===== config.mk =====
export PLATFORM = sky130hd
export DESIGN_NAME = frt_channel
export DESIGN_NICKNAME = d
export VERILOG_FILES = /design/src/rtl/frt_channel.sv
export SDC_FILE = /design/constraint.sdc
export NUM_CORES = 1
export LEC_CHECK = 0
export ABC_CLOCK_PERIOD_IN_PS = 2000
export BUFFER_PORTS_ARGS = -buffer_cell sky130_fd_sc_hd__buf_2
export CAP_MARGIN = 10
export CORE_UTILIZATION = 53
export DETAILED_ROUTE_END_ITERATION = 10
export GPL_TIMING_DRIVEN = 0
export HOLD_SLACK_MARGIN = 0.12
export PLACE_DENSITY_LB_ADDON = 0.1
export SLEW_MARGIN = 20
export SYNTH_ARGS = -nofsm -noshare
export SYNTH_HDL_FRONTEND = slang
export SYNTH_SLANG_ARGS = --single-unit

===== constraint.sdc =====
create_clock -name clk -period 2 [get_ports clk]
set_clock_uncertainty 0.1 [all_clocks]
set_input_delay 0.4 -clock clk [delete_from_list [all_inputs] [get_ports clk]]
set_output_delay 0.4 -clock clk [all_outputs]
set_load 0.005 [all_outputs]

===== src/rtl/frt_channel.sv =====
module frt_channel #(
  parameter int CW = 16
) (
  input  logic          clk,
  input  logic          rst,
  input  logic          cnt_tick,
  input  logic          reg_wr,
  input  logic          reg_rd,
  input  logic [2:0]    reg_addr,
  input  logic [CW-1:0] reg_wdata,
  output logic [CW-1:0] reg_rdata,
  input  logic          cap_in,
  input  logic          ack_cap,
  input  logic          ack_cmpa,
  input  logic          ack_cmpb,
  output logic          out_a,
  output logic          out_b,
  output logic          irq_cap,
  output logic          irq_cmpa,
  output logic          irq_cmpb,
  output logic          irq_ovf,
  output logic [1:0]    clk_sel
);

  localparam logic [2:0] AD_CTRL = 3'd0;
  localparam logic [2:0] AD_STAT = 3'd1;
  localparam logic [2:0] AD_CNT  = 3'd2;
  localparam logic [2:0] AD_CMPA = 3'd3;
  localparam logic [2:0] AD_CMPB = 3'd4;
  localparam logic [2:0] AD_CAP  = 3'd5;
  localparam logic [CW-1:0] ALL1 = {CW{1'b1}};
  localparam int FI_OVF = 0, FI_A = 1, FI_B = 2, FI_CAP = 3;

  logic [7:0]    ctrl;
  logic [3:0]    cfg;
  logic [3:0]    flg, flg_nx, armed, set_v, ack_v, sw_clr;
  logic [CW-1:0] cnt, cmp_a, cmp_b, cap_r;
  logic          s1, s2, s3, pend;

  logic wr_ctrl, wr_stat, wr_cnt, wr_cmpa, wr_cmpb, rd_stat, rd_cap;
  logic hit_a, hit_b, clr_evt, wrap, cap_edge, cap_stb;

  assign wr_ctrl = reg_wr && reg_addr == AD_CTRL;
  assign wr_stat = reg_wr && reg_addr == AD_STAT;
  assign wr_cnt  = reg_wr && reg_addr == AD_CNT;
  assign wr_cmpa = reg_wr && reg_addr == AD_CMPA;
  assign wr_cmpb = reg_wr && reg_addr == AD_CMPB;
  assign rd_stat = reg_rd && reg_addr == AD_STAT;
  assign rd_cap  = reg_rd && reg_addr == AD_CAP;

  assign hit_a   = cnt_tick && cnt == cmp_a && !wr_cmpa;
  assign hit_b   = cnt_tick && cnt == cmp_b && !wr_cmpb;
  assign clr_evt = hit_a && cfg[0];
  assign wrap    = cnt_tick && cnt == ALL1 && !wr_cnt;

  assign cap_edge = cfg[1] ? (s2 && !s3) : (!s2 && s3);
  assign cap_stb  = (cap_edge && !rd_cap) || pend;

  assign set_v  = {cap_stb, hit_b, hit_a, wrap};
  assign ack_v  = {ack_cap, ack_cmpb, ack_cmpa, 1'b0};
  assign sw_clr = {4{wr_stat}} & ~reg_wdata[7:4] & armed;
  assign flg_nx = set_v | (flg & ~sw_clr & ~ack_v);

  assign irq_cap  = flg[FI_CAP] & ctrl[7];
  assign irq_cmpb = flg[FI_B]   & ctrl[6];
  assign irq_cmpa = flg[FI_A]   & ctrl[5];
  assign irq_ovf  = flg[FI_OVF] & ctrl[4];
  assign clk_sel  = ctrl[1:0];

  always_comb begin
    reg_rdata = '0;
    case (reg_addr)
      AD_CTRL: reg_rdata[7:0] = ctrl;
      AD_STAT: reg_rdata[7:0] = {flg, cfg};
      AD_CNT:  reg_rdata = cnt;
      AD_CMPA: reg_rdata = cmp_a;
      AD_CMPB: reg_rdata = cmp_b;
      AD_CAP:  reg_rdata = cap_r;
      default: reg_rdata = '0;
    endcase
  end

  always_ff @(posedge clk) begin
    if (rst) cnt <= '0;
    else if (clr_evt) cnt <= '0;
    else if (wr_cnt) cnt <= reg_wdata;
    else if (cnt_tick) cnt <= cnt + 1'b1;
  end

  always_ff @(posedge clk) begin
    if (rst) begin
      ctrl  <= '0;
      cfg   <= '0;
      cmp_a <= ALL1;
      cmp_b <= ALL1;
    end else begin
      if (wr_ctrl) ctrl <= reg_wdata[7:0];
      if (wr_stat) cfg <= reg_wdata[3:0];
      if (wr_cmpa) cmp_a <= reg_wdata;
      if (wr_cmpb) cmp_b <= reg_wdata;
    end
  end

  always_ff @(posedge clk) begin
    if (rst) begin
      flg   <= '0;
      armed <= '0;
    end else begin
      flg <= flg_nx;
      for (int i = 0; i < 4; i++) begin
        if (!flg_nx[i]) armed[i] <= 1'b0;
        else if (rd_stat && flg[i]) armed[i] <= 1'b1;
      end
    end
  end

  always_ff @(posedge clk) begin
    if (rst) begin
      out_a <= 1'b0;
      out_b <= 1'b0;
    end else begin
      if (hit_a && ctrl[2]) out_a <= cfg[2];
      if (hit_b && ctrl[3]) out_b <= cfg[3];
    end
  end

  always_ff @(posedge clk) begin
    if (rst) begin
      {s1, s2, s3} <= '0;
      pend  <= 1'b0;
      cap_r <= '0;
    end else begin
      s1   <= cap_in;
      s2   <= s1;
      s3   <= s2;
      pend <= cap_edge && rd_cap;
      if (cap_stb) cap_r <= cnt;
    end
  end

  p_match_flag_r3: assert property (@(posedge clk) disable iff (rst)
    hit_a |=> flg[FI_A]);
  p_pin_hold_r4: assert property (@(posedge clk) disable iff (rst)
    !hit_a |=> $stable(out_a));
  p_clear_a_r5: assert property (@(posedge clk) disable iff (rst)
    clr_evt |=> cnt == '0);
  p_wrap_flag_r2: assert property (@(posedge clk) disable iff (rst)
    wrap |=> flg[FI_OVF]);
  p_capture_copy_r6: assert property (@(posedge clk) disable iff (rst)
    cap_stb |=> cap_r == $past(cnt));
  p_write_lands_r9: assert property (@(posedge clk) disable iff (rst)
    wr_cnt && !clr_evt |=> cnt == $past(reg_wdata));
  p_flag_sticky_r8: assert property (@(posedge clk) disable iff (rst)
    flg[FI_A] && !ack_cmpa && !wr_stat |=> flg[FI_A]);
  p_ack_clears_r12: assert property (@(posedge clk) disable iff (rst)
    ack_cmpb && !hit_b |=> !flg[FI_B]);

endmodule


==> results.json <==
{
  "max_slew.worst_pin.slew_ns": 0.8120,
  "drt-initial-drc-count": 403,
  "synth_top_area_share_pct": 37.76,
  "r2r-start": "cnt[5]",
  "grt_overflow": 0,
  "worstSetupStartpoint": "cnt[5]",
  "fin_nets": 643,
  "hold_viol": 0,
  "synth_top_family_by_area": "simple AND/OR/NAND/NOR gates",
  "die_h_microns": 96.89,
  "clock_latency_ns": 0.37,
  "status": "finished, violations left",
  "avgSynthCellArea_sq_um": 8.805,
  "synth_commonest_cells": "dfxtp_1, nand2_1, nor2_1",
  "cts.sinks": 90,
  "setup.worst_path.start_class": "flop",
  "core_sq_um": 8721,
  "dieWidth_microns": 96.89,
  "ant_nets": 0,
  "yosysTopAreaCell": "dfxtp_1",
  "synth-xor-area-share_pct": 6.791,
  "fin_crit_ns": 2.021,
  "globalRouteTotalUtil_pct": 31.25,
  "hpwl_mm": 10.36,
  "violations": "setup timing",
  "yosysWarnings": 0,
  "worstHoldPathType": "in -> reg",
  "initial_utilization_pct": 54.72,
  "synth-simple-area-share_pct": 23.15,
  "synthAdderAreaFrac_pct": 0.2622,
  "synth_cell_types": 53,
  "drt-pass1-iter-count": 5,
  "synth_most_common_cell": "dfxtp_1",
  "grt_pass1_wl_mm": 22.71,
  "synth-async-reset-ratio_pct": 0,
  "routedWlPerCell_microns": 20.33,
  "critPathArrivalTime_ns": 2.14,
  "synth_edf_count": 0,
  "cts_tree": "done",
  "synth.area.mux_share_pct": 11.48,
  "synth_flop_cell": "dfxtp_1",
  "place_area_sq_um": 5157,
  "stdcell_area_sq_um": 5788,
  "ctsHoldBuffers": 0,
  "diodes": 0,
  "fmax_ghz": 0.4947,
  "max_slew_margin_pct": 45.11,
  "min_from": "cap_in",
  "rows": 34,
  "peakVddDrop_v": 0.0004598,
  "antenna_found_initial": 0,
  "globalplace.congestion": 0.9109,
  "via_per_inst": 6.030,
  "nFillCells": 735,
  "slowest_delay_ns": 0.42,
  "setup_viol_count_final": 6,
  "clk_pin_slew_worst_paths_ns": 0.10,
  "grt_pass1_vias": 4201,
  "cap_violations": 0,
  "powerDensity_nw_per_um2": 630.1,
  "drc": 0,
  "dieArea_sq_um": 9388,
  "ios": 52,
  "final.period_utilization_pct": 101.1,
  "reg2reg_slack_ns": -0.02,
  "syn_nets": 571,
  "netlist_top_cells_area": "dfxtp_1, mux2i_1, nand2_1, xnor2_1, nor2_1",
  "rsz0062_at_grt": "true",
  "synth_compound_area_share_pct": 14.58,
  "io_buffers": 50,
  "wl_mm": 14.78,
  "drive_gt1_share_pct": 26.01,
  "cts_made_buffers": 9,
  "worstSetupEndpointType": "flop",
  "clockBufferDepth": 2,
  "setup_tns_ns": -0.09752,
  "path_cells": "nor2b_1 > a2111o_1 > nor4_4 > a41o_4 > clkbuf_16 > a211oi_2",
  "syn_area_sq_um": 4772,
  "syn_inst": 542,
  "power.leakage_nw": 2.398,
  "cts-root-buf": "clkbuf_8",
  "htreeDepth": 3,
  "required_ns": 2.12,
  "layout_setup_ws_ns": -0.02128,
  "synth_seq_area_share_pct": 37.76,
  "final-max-slew-violation-count": 0,
  "slowest_stage": "a2111o_1",
  "crit_type": "reg -> reg",
  "grt_start_max_net_pins": 17,
  "num_vias": 4384,
  "ys_seq_elements": 90,
  "cp_max_fo": 5,
  "area_growth_pct": 21.29
}
## report_power, final
group	leakage (nW)	switching [W]	internal [W]
logic	1.57	0.000320	0.000274
clock network	0.0900	0.000706	0.000461
registers	0.735	0.0000472	0.00184
## flip-flops by register name, indices dropped and copies added, names as in the netlist
name,cells
armed,4
cap_r,16
cfg,4
cmp_a,16
cmp_b,16
cnt,16
ctrl,8
flg,4
out_a,1
out_b,1
pend,1
s1,1
s2,1
s3,1
## worst max-delay path: cells and delay by family, from the launching register on
| family | cells | cell delay (ns) |
|---|---|---|
| flops | 1 | 0.36 |
| buf+inv | 1 | 0.17 |
| compound gates | 3 | 0.78 |
| simple gates | 2 | 0.46 |
## stage by stage
step | std cells | setup slack [ns] | total power [W] | hold slack, ns | util (%)
floorplan | 542 | 0.01705 | 0.002232 | 0.3138 | -
global placement | 700 | -0.6622 | 0.002403 | 0.3343 | 59.14
detailed placement | 700 | -0.6945 | 0.002413 | 0.3336 | 59.14
CTS | 720 | 0.0004960 | 0.003597 | 0.1412 | 63.85
global route | 727 | -0.06515 | 0.003773 | 0.1721 | 66.37
finish | 727 | -0.02128 | 0.003647 | 0.1394 | 66.37
## worst paths after layout
check,depth (start not counted),to
setup / recovery,6,cnt[4]
hold / removal,2,s1
setup reg to reg,6,cnt[4]
hold reg to reg,1,s2
## cells by family after synthesis
logic type / after synthesis
adders and majority gates: 1
DFF: 90
xor gates and xnor gates: 37
muxes: 53
buffers and inverters: 63
AOI/OAI and AO/OA: 88
and+or+nand+nor: 210
## layer usage
metal	GRT usage [%]	up-vias	part of all wire, %
met5	0	-	0
met3	7.370	30	8.5
met1	42.01	2118	43
li1	-	2032	-
met4	9.759	0	2.9
met2	49.57	204	46
## cells in the final DEF (no fill, tap or decap), types with 13 or more instances in the layout
| cell | Yosys | layout |
|---|---|---|
| dfxtp_1 | 90 | 80 |
| nand2_1 | 57 | 57 |
| buf_2 | 15 | 52 |
| mux2i_1 | 48 | 48 |
| nor2_1 | 51 | 48 |
| nor2b_1 | 29 | 28 |
| xnor2_1 | 22 | 21 |
| nand3b_1 | 20 | 20 |
| buf_4 | 3 | 19 |
| a21oi_1 | 18 | 18 |
| clkbuf_1 | 26 | 18 |
| a211o_1 | 17 | 17 |
| xor2_1 | 15 | 15 |
| a211oi_2 | 10 | 14 |
| o22ai_1 | 13 | 13 |
## layout make-up
cell class / count / area (sq um) / area share [%]
clock buffers: 9 / 123.9 / 2.140
inverters: 14 / 56.30 / 0.9728
multi-input cells: 389 / 2830 / 48.90
clock inverters: 7 / 52.55 / 0.9079
well taps: 108 / 135.1 / 2.335
repair buffers: 68 / 478.0 / 8.258
plain buffers: 42 / 292.8 / 5.058
flip-flops and latches: 90 / 1819 / 31.43
## what timing repair did
| action | 4_1_cts | 5_1_grt |
|---|---|---|
| endpoints found under the setup margin | 55 | 46 |
| buffers inserted | 6 | 9 |
| gates resized for setup | 43 | 46 |
| gates cloned | 1 | 2 |
| pin swaps | 5 | 14 |
(Power assumes the default switching activity.)
